`src/rtl/wm_pkg.sv`:
```
// Package wm_pkg
// Shared types for the secondary test-port controller: the sixteen
// test-port states and the decoded instruction class.
package wm_pkg;

    typedef enum logic [3:0] {
        ST_TLR    = 4'd0,
        ST_RTI    = 4'd1,
        ST_SEL_DR = 4'd2,
        ST_CAP_DR = 4'd3,
        ST_SHF_DR = 4'd4,
        ST_EX1_DR = 4'd5,
        ST_PAU_DR = 4'd6,
        ST_EX2_DR = 4'd7,
        ST_UPD_DR = 4'd8,
        ST_SEL_IR = 4'd9,
        ST_CAP_IR = 4'd10,
        ST_SHF_IR = 4'd11,
        ST_EX1_IR = 4'd12,
        ST_PAU_IR = 4'd13,
        ST_EX2_IR = 4'd14,
        ST_UPD_IR = 4'd15
    } tap_st_e;

    typedef enum logic [1:0] {
        M_BYPASS = 2'd0,
        M_WIR    = 2'd1,
        M_WDR    = 2'd2
    } wm_mode_e;

endpackage

```
`src/rtl/wm_tap_fsm.sv`:
```
// Module wm_tap_fsm
// The sixteen-state test-port state machine, advanced on rising tck.
// Assumes: trst_n is a synchronous active-low reset sampled on rising tck.
module wm_tap_fsm
    import wm_pkg::*;
(
    input  logic    tck,
    input  logic    trst_n,
    input  logic    tms,
    output tap_st_e state
);

    tap_st_e nxt;

    // Purpose: standard transition table driven by tms.
    always_comb begin
        nxt = state;
        case (state)
            ST_TLR:    nxt = tms ? ST_TLR    : ST_RTI;
            ST_RTI:    nxt = tms ? ST_SEL_DR : ST_RTI;
            ST_SEL_DR: nxt = tms ? ST_SEL_IR : ST_CAP_DR;
            ST_CAP_DR: nxt = tms ? ST_EX1_DR : ST_SHF_DR;
            ST_SHF_DR: nxt = tms ? ST_EX1_DR : ST_SHF_DR;
            ST_EX1_DR: nxt = tms ? ST_UPD_DR : ST_PAU_DR;
            ST_PAU_DR: nxt = tms ? ST_EX2_DR : ST_PAU_DR;
            ST_EX2_DR: nxt = tms ? ST_UPD_DR : ST_SHF_DR;
            ST_UPD_DR: nxt = tms ? ST_SEL_DR : ST_RTI;
            ST_SEL_IR: nxt = tms ? ST_TLR    : ST_CAP_IR;
            ST_CAP_IR: nxt = tms ? ST_EX1_IR : ST_SHF_IR;
            ST_SHF_IR: nxt = tms ? ST_EX1_IR : ST_SHF_IR;
            ST_EX1_IR: nxt = tms ? ST_UPD_IR : ST_PAU_IR;
            ST_PAU_IR: nxt = tms ? ST_EX2_IR : ST_PAU_IR;
            ST_EX2_IR: nxt = tms ? ST_UPD_IR : ST_SHF_IR;
            ST_UPD_IR: nxt = tms ? ST_SEL_DR : ST_RTI;
            default:   nxt = ST_TLR;
        endcase
    end

    // Purpose: state register with synchronous test reset.
    always_ff @(posedge tck) begin
        if (!trst_n) state <= ST_TLR;
        else         state <= nxt;
    end

    // high tms holds Test-Logic-Reset
    a_r2_tlr_hold: assert property (@(posedge tck) disable iff (!trst_n)
        (state == ST_TLR && tms) |=> (state == ST_TLR));

    // Update-DR always leaves to Run-Test/Idle or Select-DR
    a_r2_upd_exit: assert property (@(posedge tck) disable iff (!trst_n)
        (state == ST_UPD_DR) |=> (state == ST_RTI || state == ST_SEL_DR));

endmodule

```
`src/rtl/wm_ir_decode.sv`:
```
// Module wm_ir_decode
// Instruction shift and hold registers plus decode into bypass,
// wrapper-instruction access or wrapper-data access.
// Assumes: state comes from wm_tap_fsm in the same tck domain.
module wm_ir_decode
    import wm_pkg::*;
#(
    parameter int          IR_W     = 4,
    parameter logic [IR_W-1:0] WIR_CODE = 4'b0010,
    parameter logic [IR_W-1:0] WDR_CODE = 4'b0011
) (
    input  logic     tck,
    input  logic     trst_n,
    input  logic     tdi,
    input  tap_st_e  state,
    output logic     ir_lsb,
    output wm_mode_e mode
);

    localparam logic [IR_W-1:0] IR_CAPT = {{(IR_W-2){1'b0}}, 2'b01};
    localparam logic [IR_W-1:0] IR_BYP  = {IR_W{1'b1}};

    logic [IR_W-1:0] ir_sr;
    logic [IR_W-1:0] ir_q;

    // Purpose: instruction shift register, capture then shift LSB first.
    always_ff @(posedge tck) begin
        if (!trst_n)                 ir_sr <= IR_CAPT;
        else if (state == ST_CAP_IR) ir_sr <= IR_CAPT;
        else if (state == ST_SHF_IR) ir_sr <= {tdi, ir_sr[IR_W-1:1]};
    end

    // Purpose: instruction hold register, loaded on leaving Update-IR.
    always_ff @(posedge tck) begin
        if (!trst_n)                 ir_q <= IR_BYP;
        else if (state == ST_TLR)    ir_q <= IR_BYP;
        else if (state == ST_UPD_IR) ir_q <= ir_sr;
    end

    // Purpose: map the held code onto an instruction class.
    always_comb begin
        if (ir_q == WIR_CODE)      mode = M_WIR;
        else if (ir_q == WDR_CODE) mode = M_WDR;
        else                       mode = M_BYPASS;
    end

    assign ir_lsb = ir_sr[0];

    // Test-Logic-Reset returns the decode to bypass
    a_r4_tlr_bypass: assert property (@(posedge tck) disable iff (!trst_n)
        (state == ST_TLR) |=> (mode == M_BYPASS));

    // instruction only changes when leaving Update-IR
    a_r4_ir_stable: assert property (@(posedge tck) disable iff (!trst_n)
        (state != ST_UPD_IR && state != ST_TLR) |=> $stable(ir_q));

endmodule

```
`src/rtl/wm_wrap_drive.sv`:
```
// Module wm_wrap_drive
// Bypass bit, and the falling-edge registers that drive the wrapper
// enables, wrapper reset, instruction select and serial output.
// Assumes: state and mode change only on rising tck.
module wm_wrap_drive
    import wm_pkg::*;
(
    input  logic     tck,
    input  logic     trst_n,
    input  logic     tdi,
    input  tap_st_e  state,
    input  wm_mode_e mode,
    input  logic     ir_lsb,
    input  logic     wso,
    output logic     tdo,
    output logic     tdo_en,
    output logic     wrst_n,
    output logic     sel_wir,
    output logic     shift_wr,
    output logic     capture_wr,
    output logic     update_wr
);

    logic byp_q;
    logic wrap_on;

    assign wrap_on = (mode != M_BYPASS);

    // Purpose: 1-bit bypass register used when no wrapper access is selected.
    always_ff @(posedge tck) begin
        if (!trst_n)                 byp_q <= 1'b0;
        else if (state == ST_CAP_DR) byp_q <= 1'b0;
        else if (state == ST_SHF_DR) byp_q <= tdi;
    end

    // Purpose: wrapper enables and select, settled before the next rising edge.
    always_ff @(negedge tck) begin
        if (!trst_n) begin
            shift_wr   <= 1'b0;
            capture_wr <= 1'b0;
            update_wr  <= 1'b0;
            sel_wir    <= 1'b0;
        end else begin
            shift_wr   <= wrap_on && (state == ST_SHF_DR);
            capture_wr <= wrap_on && (state == ST_CAP_DR);
            update_wr  <= wrap_on && (state == ST_UPD_DR);
            sel_wir    <= (mode == M_WIR);
        end
    end

    // Purpose: wrapper reset, low in Test-Logic-Reset, released on a falling edge.
    always_ff @(negedge tck) begin
        if (!trst_n) wrst_n <= 1'b0;
        else         wrst_n <= (state != ST_TLR);
    end

    // Purpose: serial output mux and its enable.
    always_ff @(negedge tck) begin
        if (!trst_n) begin
            tdo    <= 1'b0;
            tdo_en <= 1'b0;
        end else begin
            tdo_en <= (state == ST_SHF_DR) || (state == ST_SHF_IR);
            if (state == ST_SHF_IR)      tdo <= ir_lsb;
            else if (state == ST_SHF_DR) tdo <= wrap_on ? wso : byp_q;
        end
    end

    // at most one wrapper enable is active
    a_r6_onehot: assert property (@(negedge tck) disable iff (!trst_n)
        $onehot0({shift_wr, capture_wr, update_wr}));

    // bypass keeps the wrapper lines quiet
    a_r5_bypass_quiet: assert property (@(negedge tck) disable iff (!trst_n)
        (mode == M_BYPASS) |=> (!shift_wr && !capture_wr && !update_wr && !sel_wir));

    // Test-Logic-Reset holds the wrapper in reset
    a_r3_tlr_reset: assert property (@(negedge tck) disable iff (!trst_n)
        (state == ST_TLR) |=> !wrst_n);

    // wrapper-instruction access raises the select
    a_r7_sel: assert property (@(negedge tck) disable iff (!trst_n)
        (mode == M_WIR) |=> sel_wir);

    // output enable only in shift states
    a_r9_oe: assert property (@(negedge tck) disable iff (!trst_n)
        (state != ST_SHF_DR && state != ST_SHF_IR) |=> !tdo_en);

endmodule

```
`src/rtl/wrap_master_tap.sv`:
```
// Module wrap_master_tap
// Secondary test port that masters a core test wrapper on an attached die.
// Assumes: wrapper samples its enables and wsi on rising wrck and drives
// wso from its shift register; wrck is a plain copy of tck.
module wrap_master_tap
    import wm_pkg::*;
#(
    parameter int          IR_W     = 4,
    parameter logic [IR_W-1:0] WIR_CODE = 4'b0010,
    parameter logic [IR_W-1:0] WDR_CODE = 4'b0011
) (
    input  logic tck,
    input  logic trst_n,
    input  logic tms,
    input  logic tdi,
    output logic tdo,
    output logic tdo_en,
    output logic wrck,
    output logic wrst_n,
    output logic sel_wir,
    output logic shift_wr,
    output logic capture_wr,
    output logic update_wr,
    output logic wsi,
    input  logic wso
);

    tap_st_e  state;
    wm_mode_e mode;
    logic     ir_lsb;

    // Purpose: clock and serial data leave the die unmodified.
    assign wrck = tck;
    assign wsi  = tdi;

    wm_tap_fsm u_fsm (
        .tck    (tck),
        .trst_n (trst_n),
        .tms    (tms),
        .state  (state)
    );

    wm_ir_decode #(
        .IR_W     (IR_W),
        .WIR_CODE (WIR_CODE),
        .WDR_CODE (WDR_CODE)
    ) u_ir (
        .tck    (tck),
        .trst_n (trst_n),
        .tdi    (tdi),
        .state  (state),
        .ir_lsb (ir_lsb),
        .mode   (mode)
    );

    wm_wrap_drive u_drv (
        .tck        (tck),
        .trst_n     (trst_n),
        .tdi        (tdi),
        .state      (state),
        .mode       (mode),
        .ir_lsb     (ir_lsb),
        .wso        (wso),
        .tdo        (tdo),
        .tdo_en     (tdo_en),
        .wrst_n     (wrst_n),
        .sel_wir    (sel_wir),
        .shift_wr   (shift_wr),
        .capture_wr (capture_wr),
        .update_wr  (update_wr)
    );

endmodule

```
`config.mk`:
```
export PLATFORM = sky130hd
export DESIGN_NAME = wrap_master_tap
export DESIGN_NICKNAME = d
export VERILOG_FILES = /design/src/rtl/wm_pkg.sv /design/src/rtl/wm_tap_fsm.sv /design/src/rtl/wm_ir_decode.sv /design/src/rtl/wm_wrap_drive.sv /design/src/rtl/wrap_master_tap.sv
export SDC_FILE = /design/constraint.sdc
export NUM_CORES = 1
export LEC_CHECK = 0
export ABC_AREA = 1
export CAP_MARGIN = 25
export CELL_PAD_IN_SITES_DETAIL_PLACEMENT = 1
export CELL_PAD_IN_SITES_GLOBAL_PLACEMENT = 2
export CORE_UTILIZATION = 32
export CTS_BUF_LIST = sky130_fd_sc_hd__clkbuf_4
export CTS_CLUSTER_DIAMETER = 50
export CTS_CLUSTER_SIZE = 28
export DETAILED_ROUTE_END_ITERATION = 12
export HOLD_SLACK_MARGIN = 0.03
export PLACE_DENSITY_LB_ADDON = 0.1
export SYNTH_ARGS = -nofsm -noshare
export SYNTH_HDL_FRONTEND = slang
export SYNTH_SLANG_ARGS = --single-unit
```
`constraint.sdc`:
```
create_clock -name tck -period 2.16 [get_ports tck]
set_clock_uncertainty 0.15 [all_clocks]
set_input_delay 0.432 -clock tck [delete_from_list [all_inputs] [get_ports tck]]
set_output_delay 0.432 -clock tck [all_outputs]
set_load 0.02 [all_outputs]
```
Word-level counts from Yosys, hierarchy flattened
Index checks and enable logic that the tools add are counted.
{"block": "word_totals", "mem_count": 0, "rom_bits": 0, "latch_bits": 0, "register_bits": 20, "ramBits": 0}
{"block": "classes", "multipliers": 0, "n_lt_le_gt_ge": 0, "div": 0, "mux": 18, "bitwise": 1, "shift": 0, "addsub": 0, "n_eq_ne": 18, "reduce_logical": 14}
{"cell": "4-bit case mux with 12 select lines", "n": 1}
{"cell": "4-bit equality test (second input constant)", "n": 8}
{"cell": "4-bit by 2-bit equality test with 1-bit output (second input constant)", "n": 4}
{"cell": "4-bit by 3-bit equality test with 1-bit output (second input constant)", "n": 4}
{"cell": "4-bit 2-to-1 mux", "n": 4}
{"cell": "2-bit 2-to-1 mux", "n": 5}
{"cell": "2-bit OR reduction", "n": 5}
{"cell": "1-bit 2-to-1 mux", "n": 6}
{"cell": "3-bit 2-to-1 mux", "n": 2}
{"cell": "4-bit by 1-bit equality test with 1-bit output (second input constant)", "n": 1}
{"cell": "4-bit zero test", "n": 1}
{"cell": "2-bit nonzero test", "n": 2}
{"cell": "4-bit nonzero test", "n": 1}
{"cell": "1-bit logical AND", "n": 3}
{"cell": "3-bit OR reduction", "n": 1}
{"cell": "2-bit by 1-bit equality test with 1-bit output (second input constant)", "n": 1}
{"cell": "1-bit logical OR", "n": 1}
{"cell": "1-bit NOT", "n": 1}

Logic depth before layout (Yosys ltp)
{"block": "logic_depth", "word_depth": 7, "depth_mapped": 8, "mapped_depth_nobuf": 8}

Hierarchy
From an unflattened synthesis, not the netlist that was laid out.
{"block": "hier_totals", "hier_cells": 170, "hier_area_um2": 1117.3}
{"module": "wm_tap_fsm", "seq_area_each_um2": 80.1, "cells_each": 64, "area_per_inst_um2": 392.9, "instances": 1}
{"module": "wm_ir_decode", "seq_area_each_um2": 160.2, "cells_each": 53, "area_per_inst_um2": 370.4, "instances": 1}
{"module": "wm_wrap_drive", "seq_area_each_um2": 160.2, "cells_each": 51, "area_per_inst_um2": 339.1, "instances": 1}
{"module": "wrap_master_tap", "seq_area_each_um2": 0.0, "cells_each": 2, "area_per_inst_um2": 15.0, "instances": 1}

==> results.md <==
- Status: complete, but fails checks
- Failing checks: setup timing
- CP delay by family, top: flip-flops
- CP Buf/Inv Count: 1
- Core Area: roughly 2600 sq um
- Max-Slew Margin vs Limit: approximately 83%
- Antenna viol nets, final: 0
- Post-Route WL: about 2800 microns
- Initial Utilization: 35.1%
- Worst EP arrival: ~2.0 ns
- Vias: approximately 1000
- DP HPWL: ~2100 microns
- Port Buffers: 13
- Placed Instances: just under 200
- Synth cell types: 18
- Yosys reg bits: 20
- Top cells by area, synth: dfxtp_1, nand2_1, inv_1
- Syn avg cell area: between 6 and 7 sq um
- RSZ-0062 raised after global routing: yes
- Initial antenna violation count: 0
- Die Span Y: 55.3 microns
- Die width: 55.3 microns
- Max-Cap Viols: 0
- R2R Setup Slk: -0.11 ns
- Peak VDD IR: between 400 and 500 uV
- IO Count: 14
- 1st-pass router iterations: 4
- N_diodes: 0
- Pin count of the biggest net entering global routing: 12
- # setup viols final: 10
- Place WS: -0.421 ns
- P per Cell Area: around 630 nW/um^2
- Residual DRC: 0
- Post-Syn Area: just over 900 sq um
- Grt ovf: 0
- Critical path class: reg -> out
- Nets: 182
- Setup bufs post-CTS: 0
- Die area: around 3000 sq um
- Clock latency on the worst-skew pair: 0.41 ns
- Total power: 0.844 mW
- Row Count: 18
- Max-slew violations: 0
- DP Area: 1230 sq um
- Yosys warns: 0
- Setup TNS: -3.10 ns
- Fraction of layout cells with a size suffix above 1: between 30% and 40%
- Reg2Reg Depth: 7
- Reg2reg start: u_fsm.state[2]
- HP Start: u_drv.byp_q
- Worst-path clk slew: ~0.12 ns
- Syn Nets: ~140
- Vias in the first global route: about 1100
- Worst-margin pin slew: between 0.2 and 0.3 ns
- CP max-delay cell: dfxtp_2
- Crit. End Element: output port
- Hold path cells: 2
- Final Instance Area: between 1000 and 1500 sq um
- Crit-path max FO: 2
- Post-synth top area share: 44.0%
- Final hold violation count: 0
- Syn-to-layout area delta: 46.8%
- Non-filler instance count after layout: a little over 200
- Leading area contributor after synthesis: dfxtp_1
- Sequential area share after synthesis: about 44%
- Via density: between 4 and 5
- Global-route wire length before repair: approximately 4600 microns
- Min Hold Slack: 0.336 ns
- Hold Crit Class: reg -> reg
- Setup slack after layout: -0.455 ns
- Hold path endpoint: u_drv.byp_q
- CTS tree: yes
- Iteration-0 DRC Markers: 23
- CP max stage delay: ~0.34 ns
- Worst EP required: 1.58 ns
- Total track usage: 19.2%
- Setup crit start: u_drv.tdo
- Wire per inst: around 14 microns
- Final Wtd Congestion: roughly 0.85
- Critical path, cell by cell: buf_6
- Critical path launch point type: flip-flop
- Leakage power: between 0.6 and 0.7 nW
- Synth Instances: around 130
- Final core occ: around 52%
- FF-to-FF End: u_drv.tdo
[how the worst max path moves through the flow]
stage / to / slack (ns) / cells past startpoint
after floorplan: u_drv.tdo / -0.04 / 7
after global placement: tdo / -0.41 / 1
after detailed placement: tdo / -0.42 / 1
after CTS: tdo / -0.43 / 1
after global routing: tdo / -0.50 / 1
final: tdo / -0.46 / 1
[per-layer routing]
metal  GRT usage, %  vias to the layer above  part of all wire, %
met5              0                        -                    0
met4           6.79                        0                  1.4
met3           4.92                        3                  4.2
met2           30.1                       31                   48
met1           25.3                      478                   47
li1               -                      513                    -
[cell usage in the layout, fill, tap and decap left out]
master            n
nor2_1           13
inv_2             4
a211oi_1          1
a21oi_2           2
inv_1            21
buf_6             8
nand4_1           2
nand2_4           1
a21oi_1           9
clkbuf_4          6
clkdlybuf4s15_2   1
clkdlybuf4s50_1   5
o211ai_1          5
o21ai_0           3
nor2_4            2
nor2_2            3
dfxtp_1           9
nor3_1            2
buf_4            19
nand2_1          35
dfxtp_2          11
clkinv_1          1
o21ai_1           3
nand2_2           3
nand3_1           7
[synthesized netlist by cell type]
cell type  instances
nand2_1           37
dfxtp_1           20
inv_1             16
nor2_1            15
a21oi_1           10
nand3_1            7
o211ai_1           5
inv_2              3
o21ai_0            3
o21ai_1            3
buf_4              2
nand2_2            2
nand4_1            2
nor2_2             2
nor3_1             2
a211oi_1           1
a21oi_2            1
nor2_4             1
[cell type report]
type,count,area (sq um)
tap,30,37.5
multi-input combinational,91,447
clock inverter,8,30.0
fill,336,1250
inverter,18,67.6
clock buffer,7,56.3
sequential,20,414
timing repair buffer,32,283
[flip-flops by register name, indices dropped and copies added, names as in the netlist]
register and count:
u_drv.capture_wr 1, u_drv.tdo 1, u_drv.sel_wir 1, u_fsm.state 4, u_drv.tdo_en 1, u_drv.byp_q 1
u_drv.shift_wr 1, u_drv.wrst_n 1, u_drv.update_wr 1, u_ir.ir_q 4, u_ir.ir_sr 4
[where the power goes]
part	total, mW	leakage (nW)	switching, mW	internal (mW)
Combinational	0.0966	0.435	0.0540	0.0426
Sequential	0.383	0.167	0.00596	0.377
Clock	0.364	0.0712	0.193	0.171
[cell families after synthesis]
group | after synthesis | synth area share (%)
AND/OR/NAND/NOR | 68 | 31.8
buffers and inverters | 21 | 9.49
AO/OA/AOI/OAI | 23 | 14.7
flip-flops | 20 | 44.0
[timing repair]
action	in CTS	in global routing
setup endpoints to repair	11	13
hold buffers	0	0
gates resized for setup	52	4
pin swaps	0	0
(Power assumes the default switching activity.)
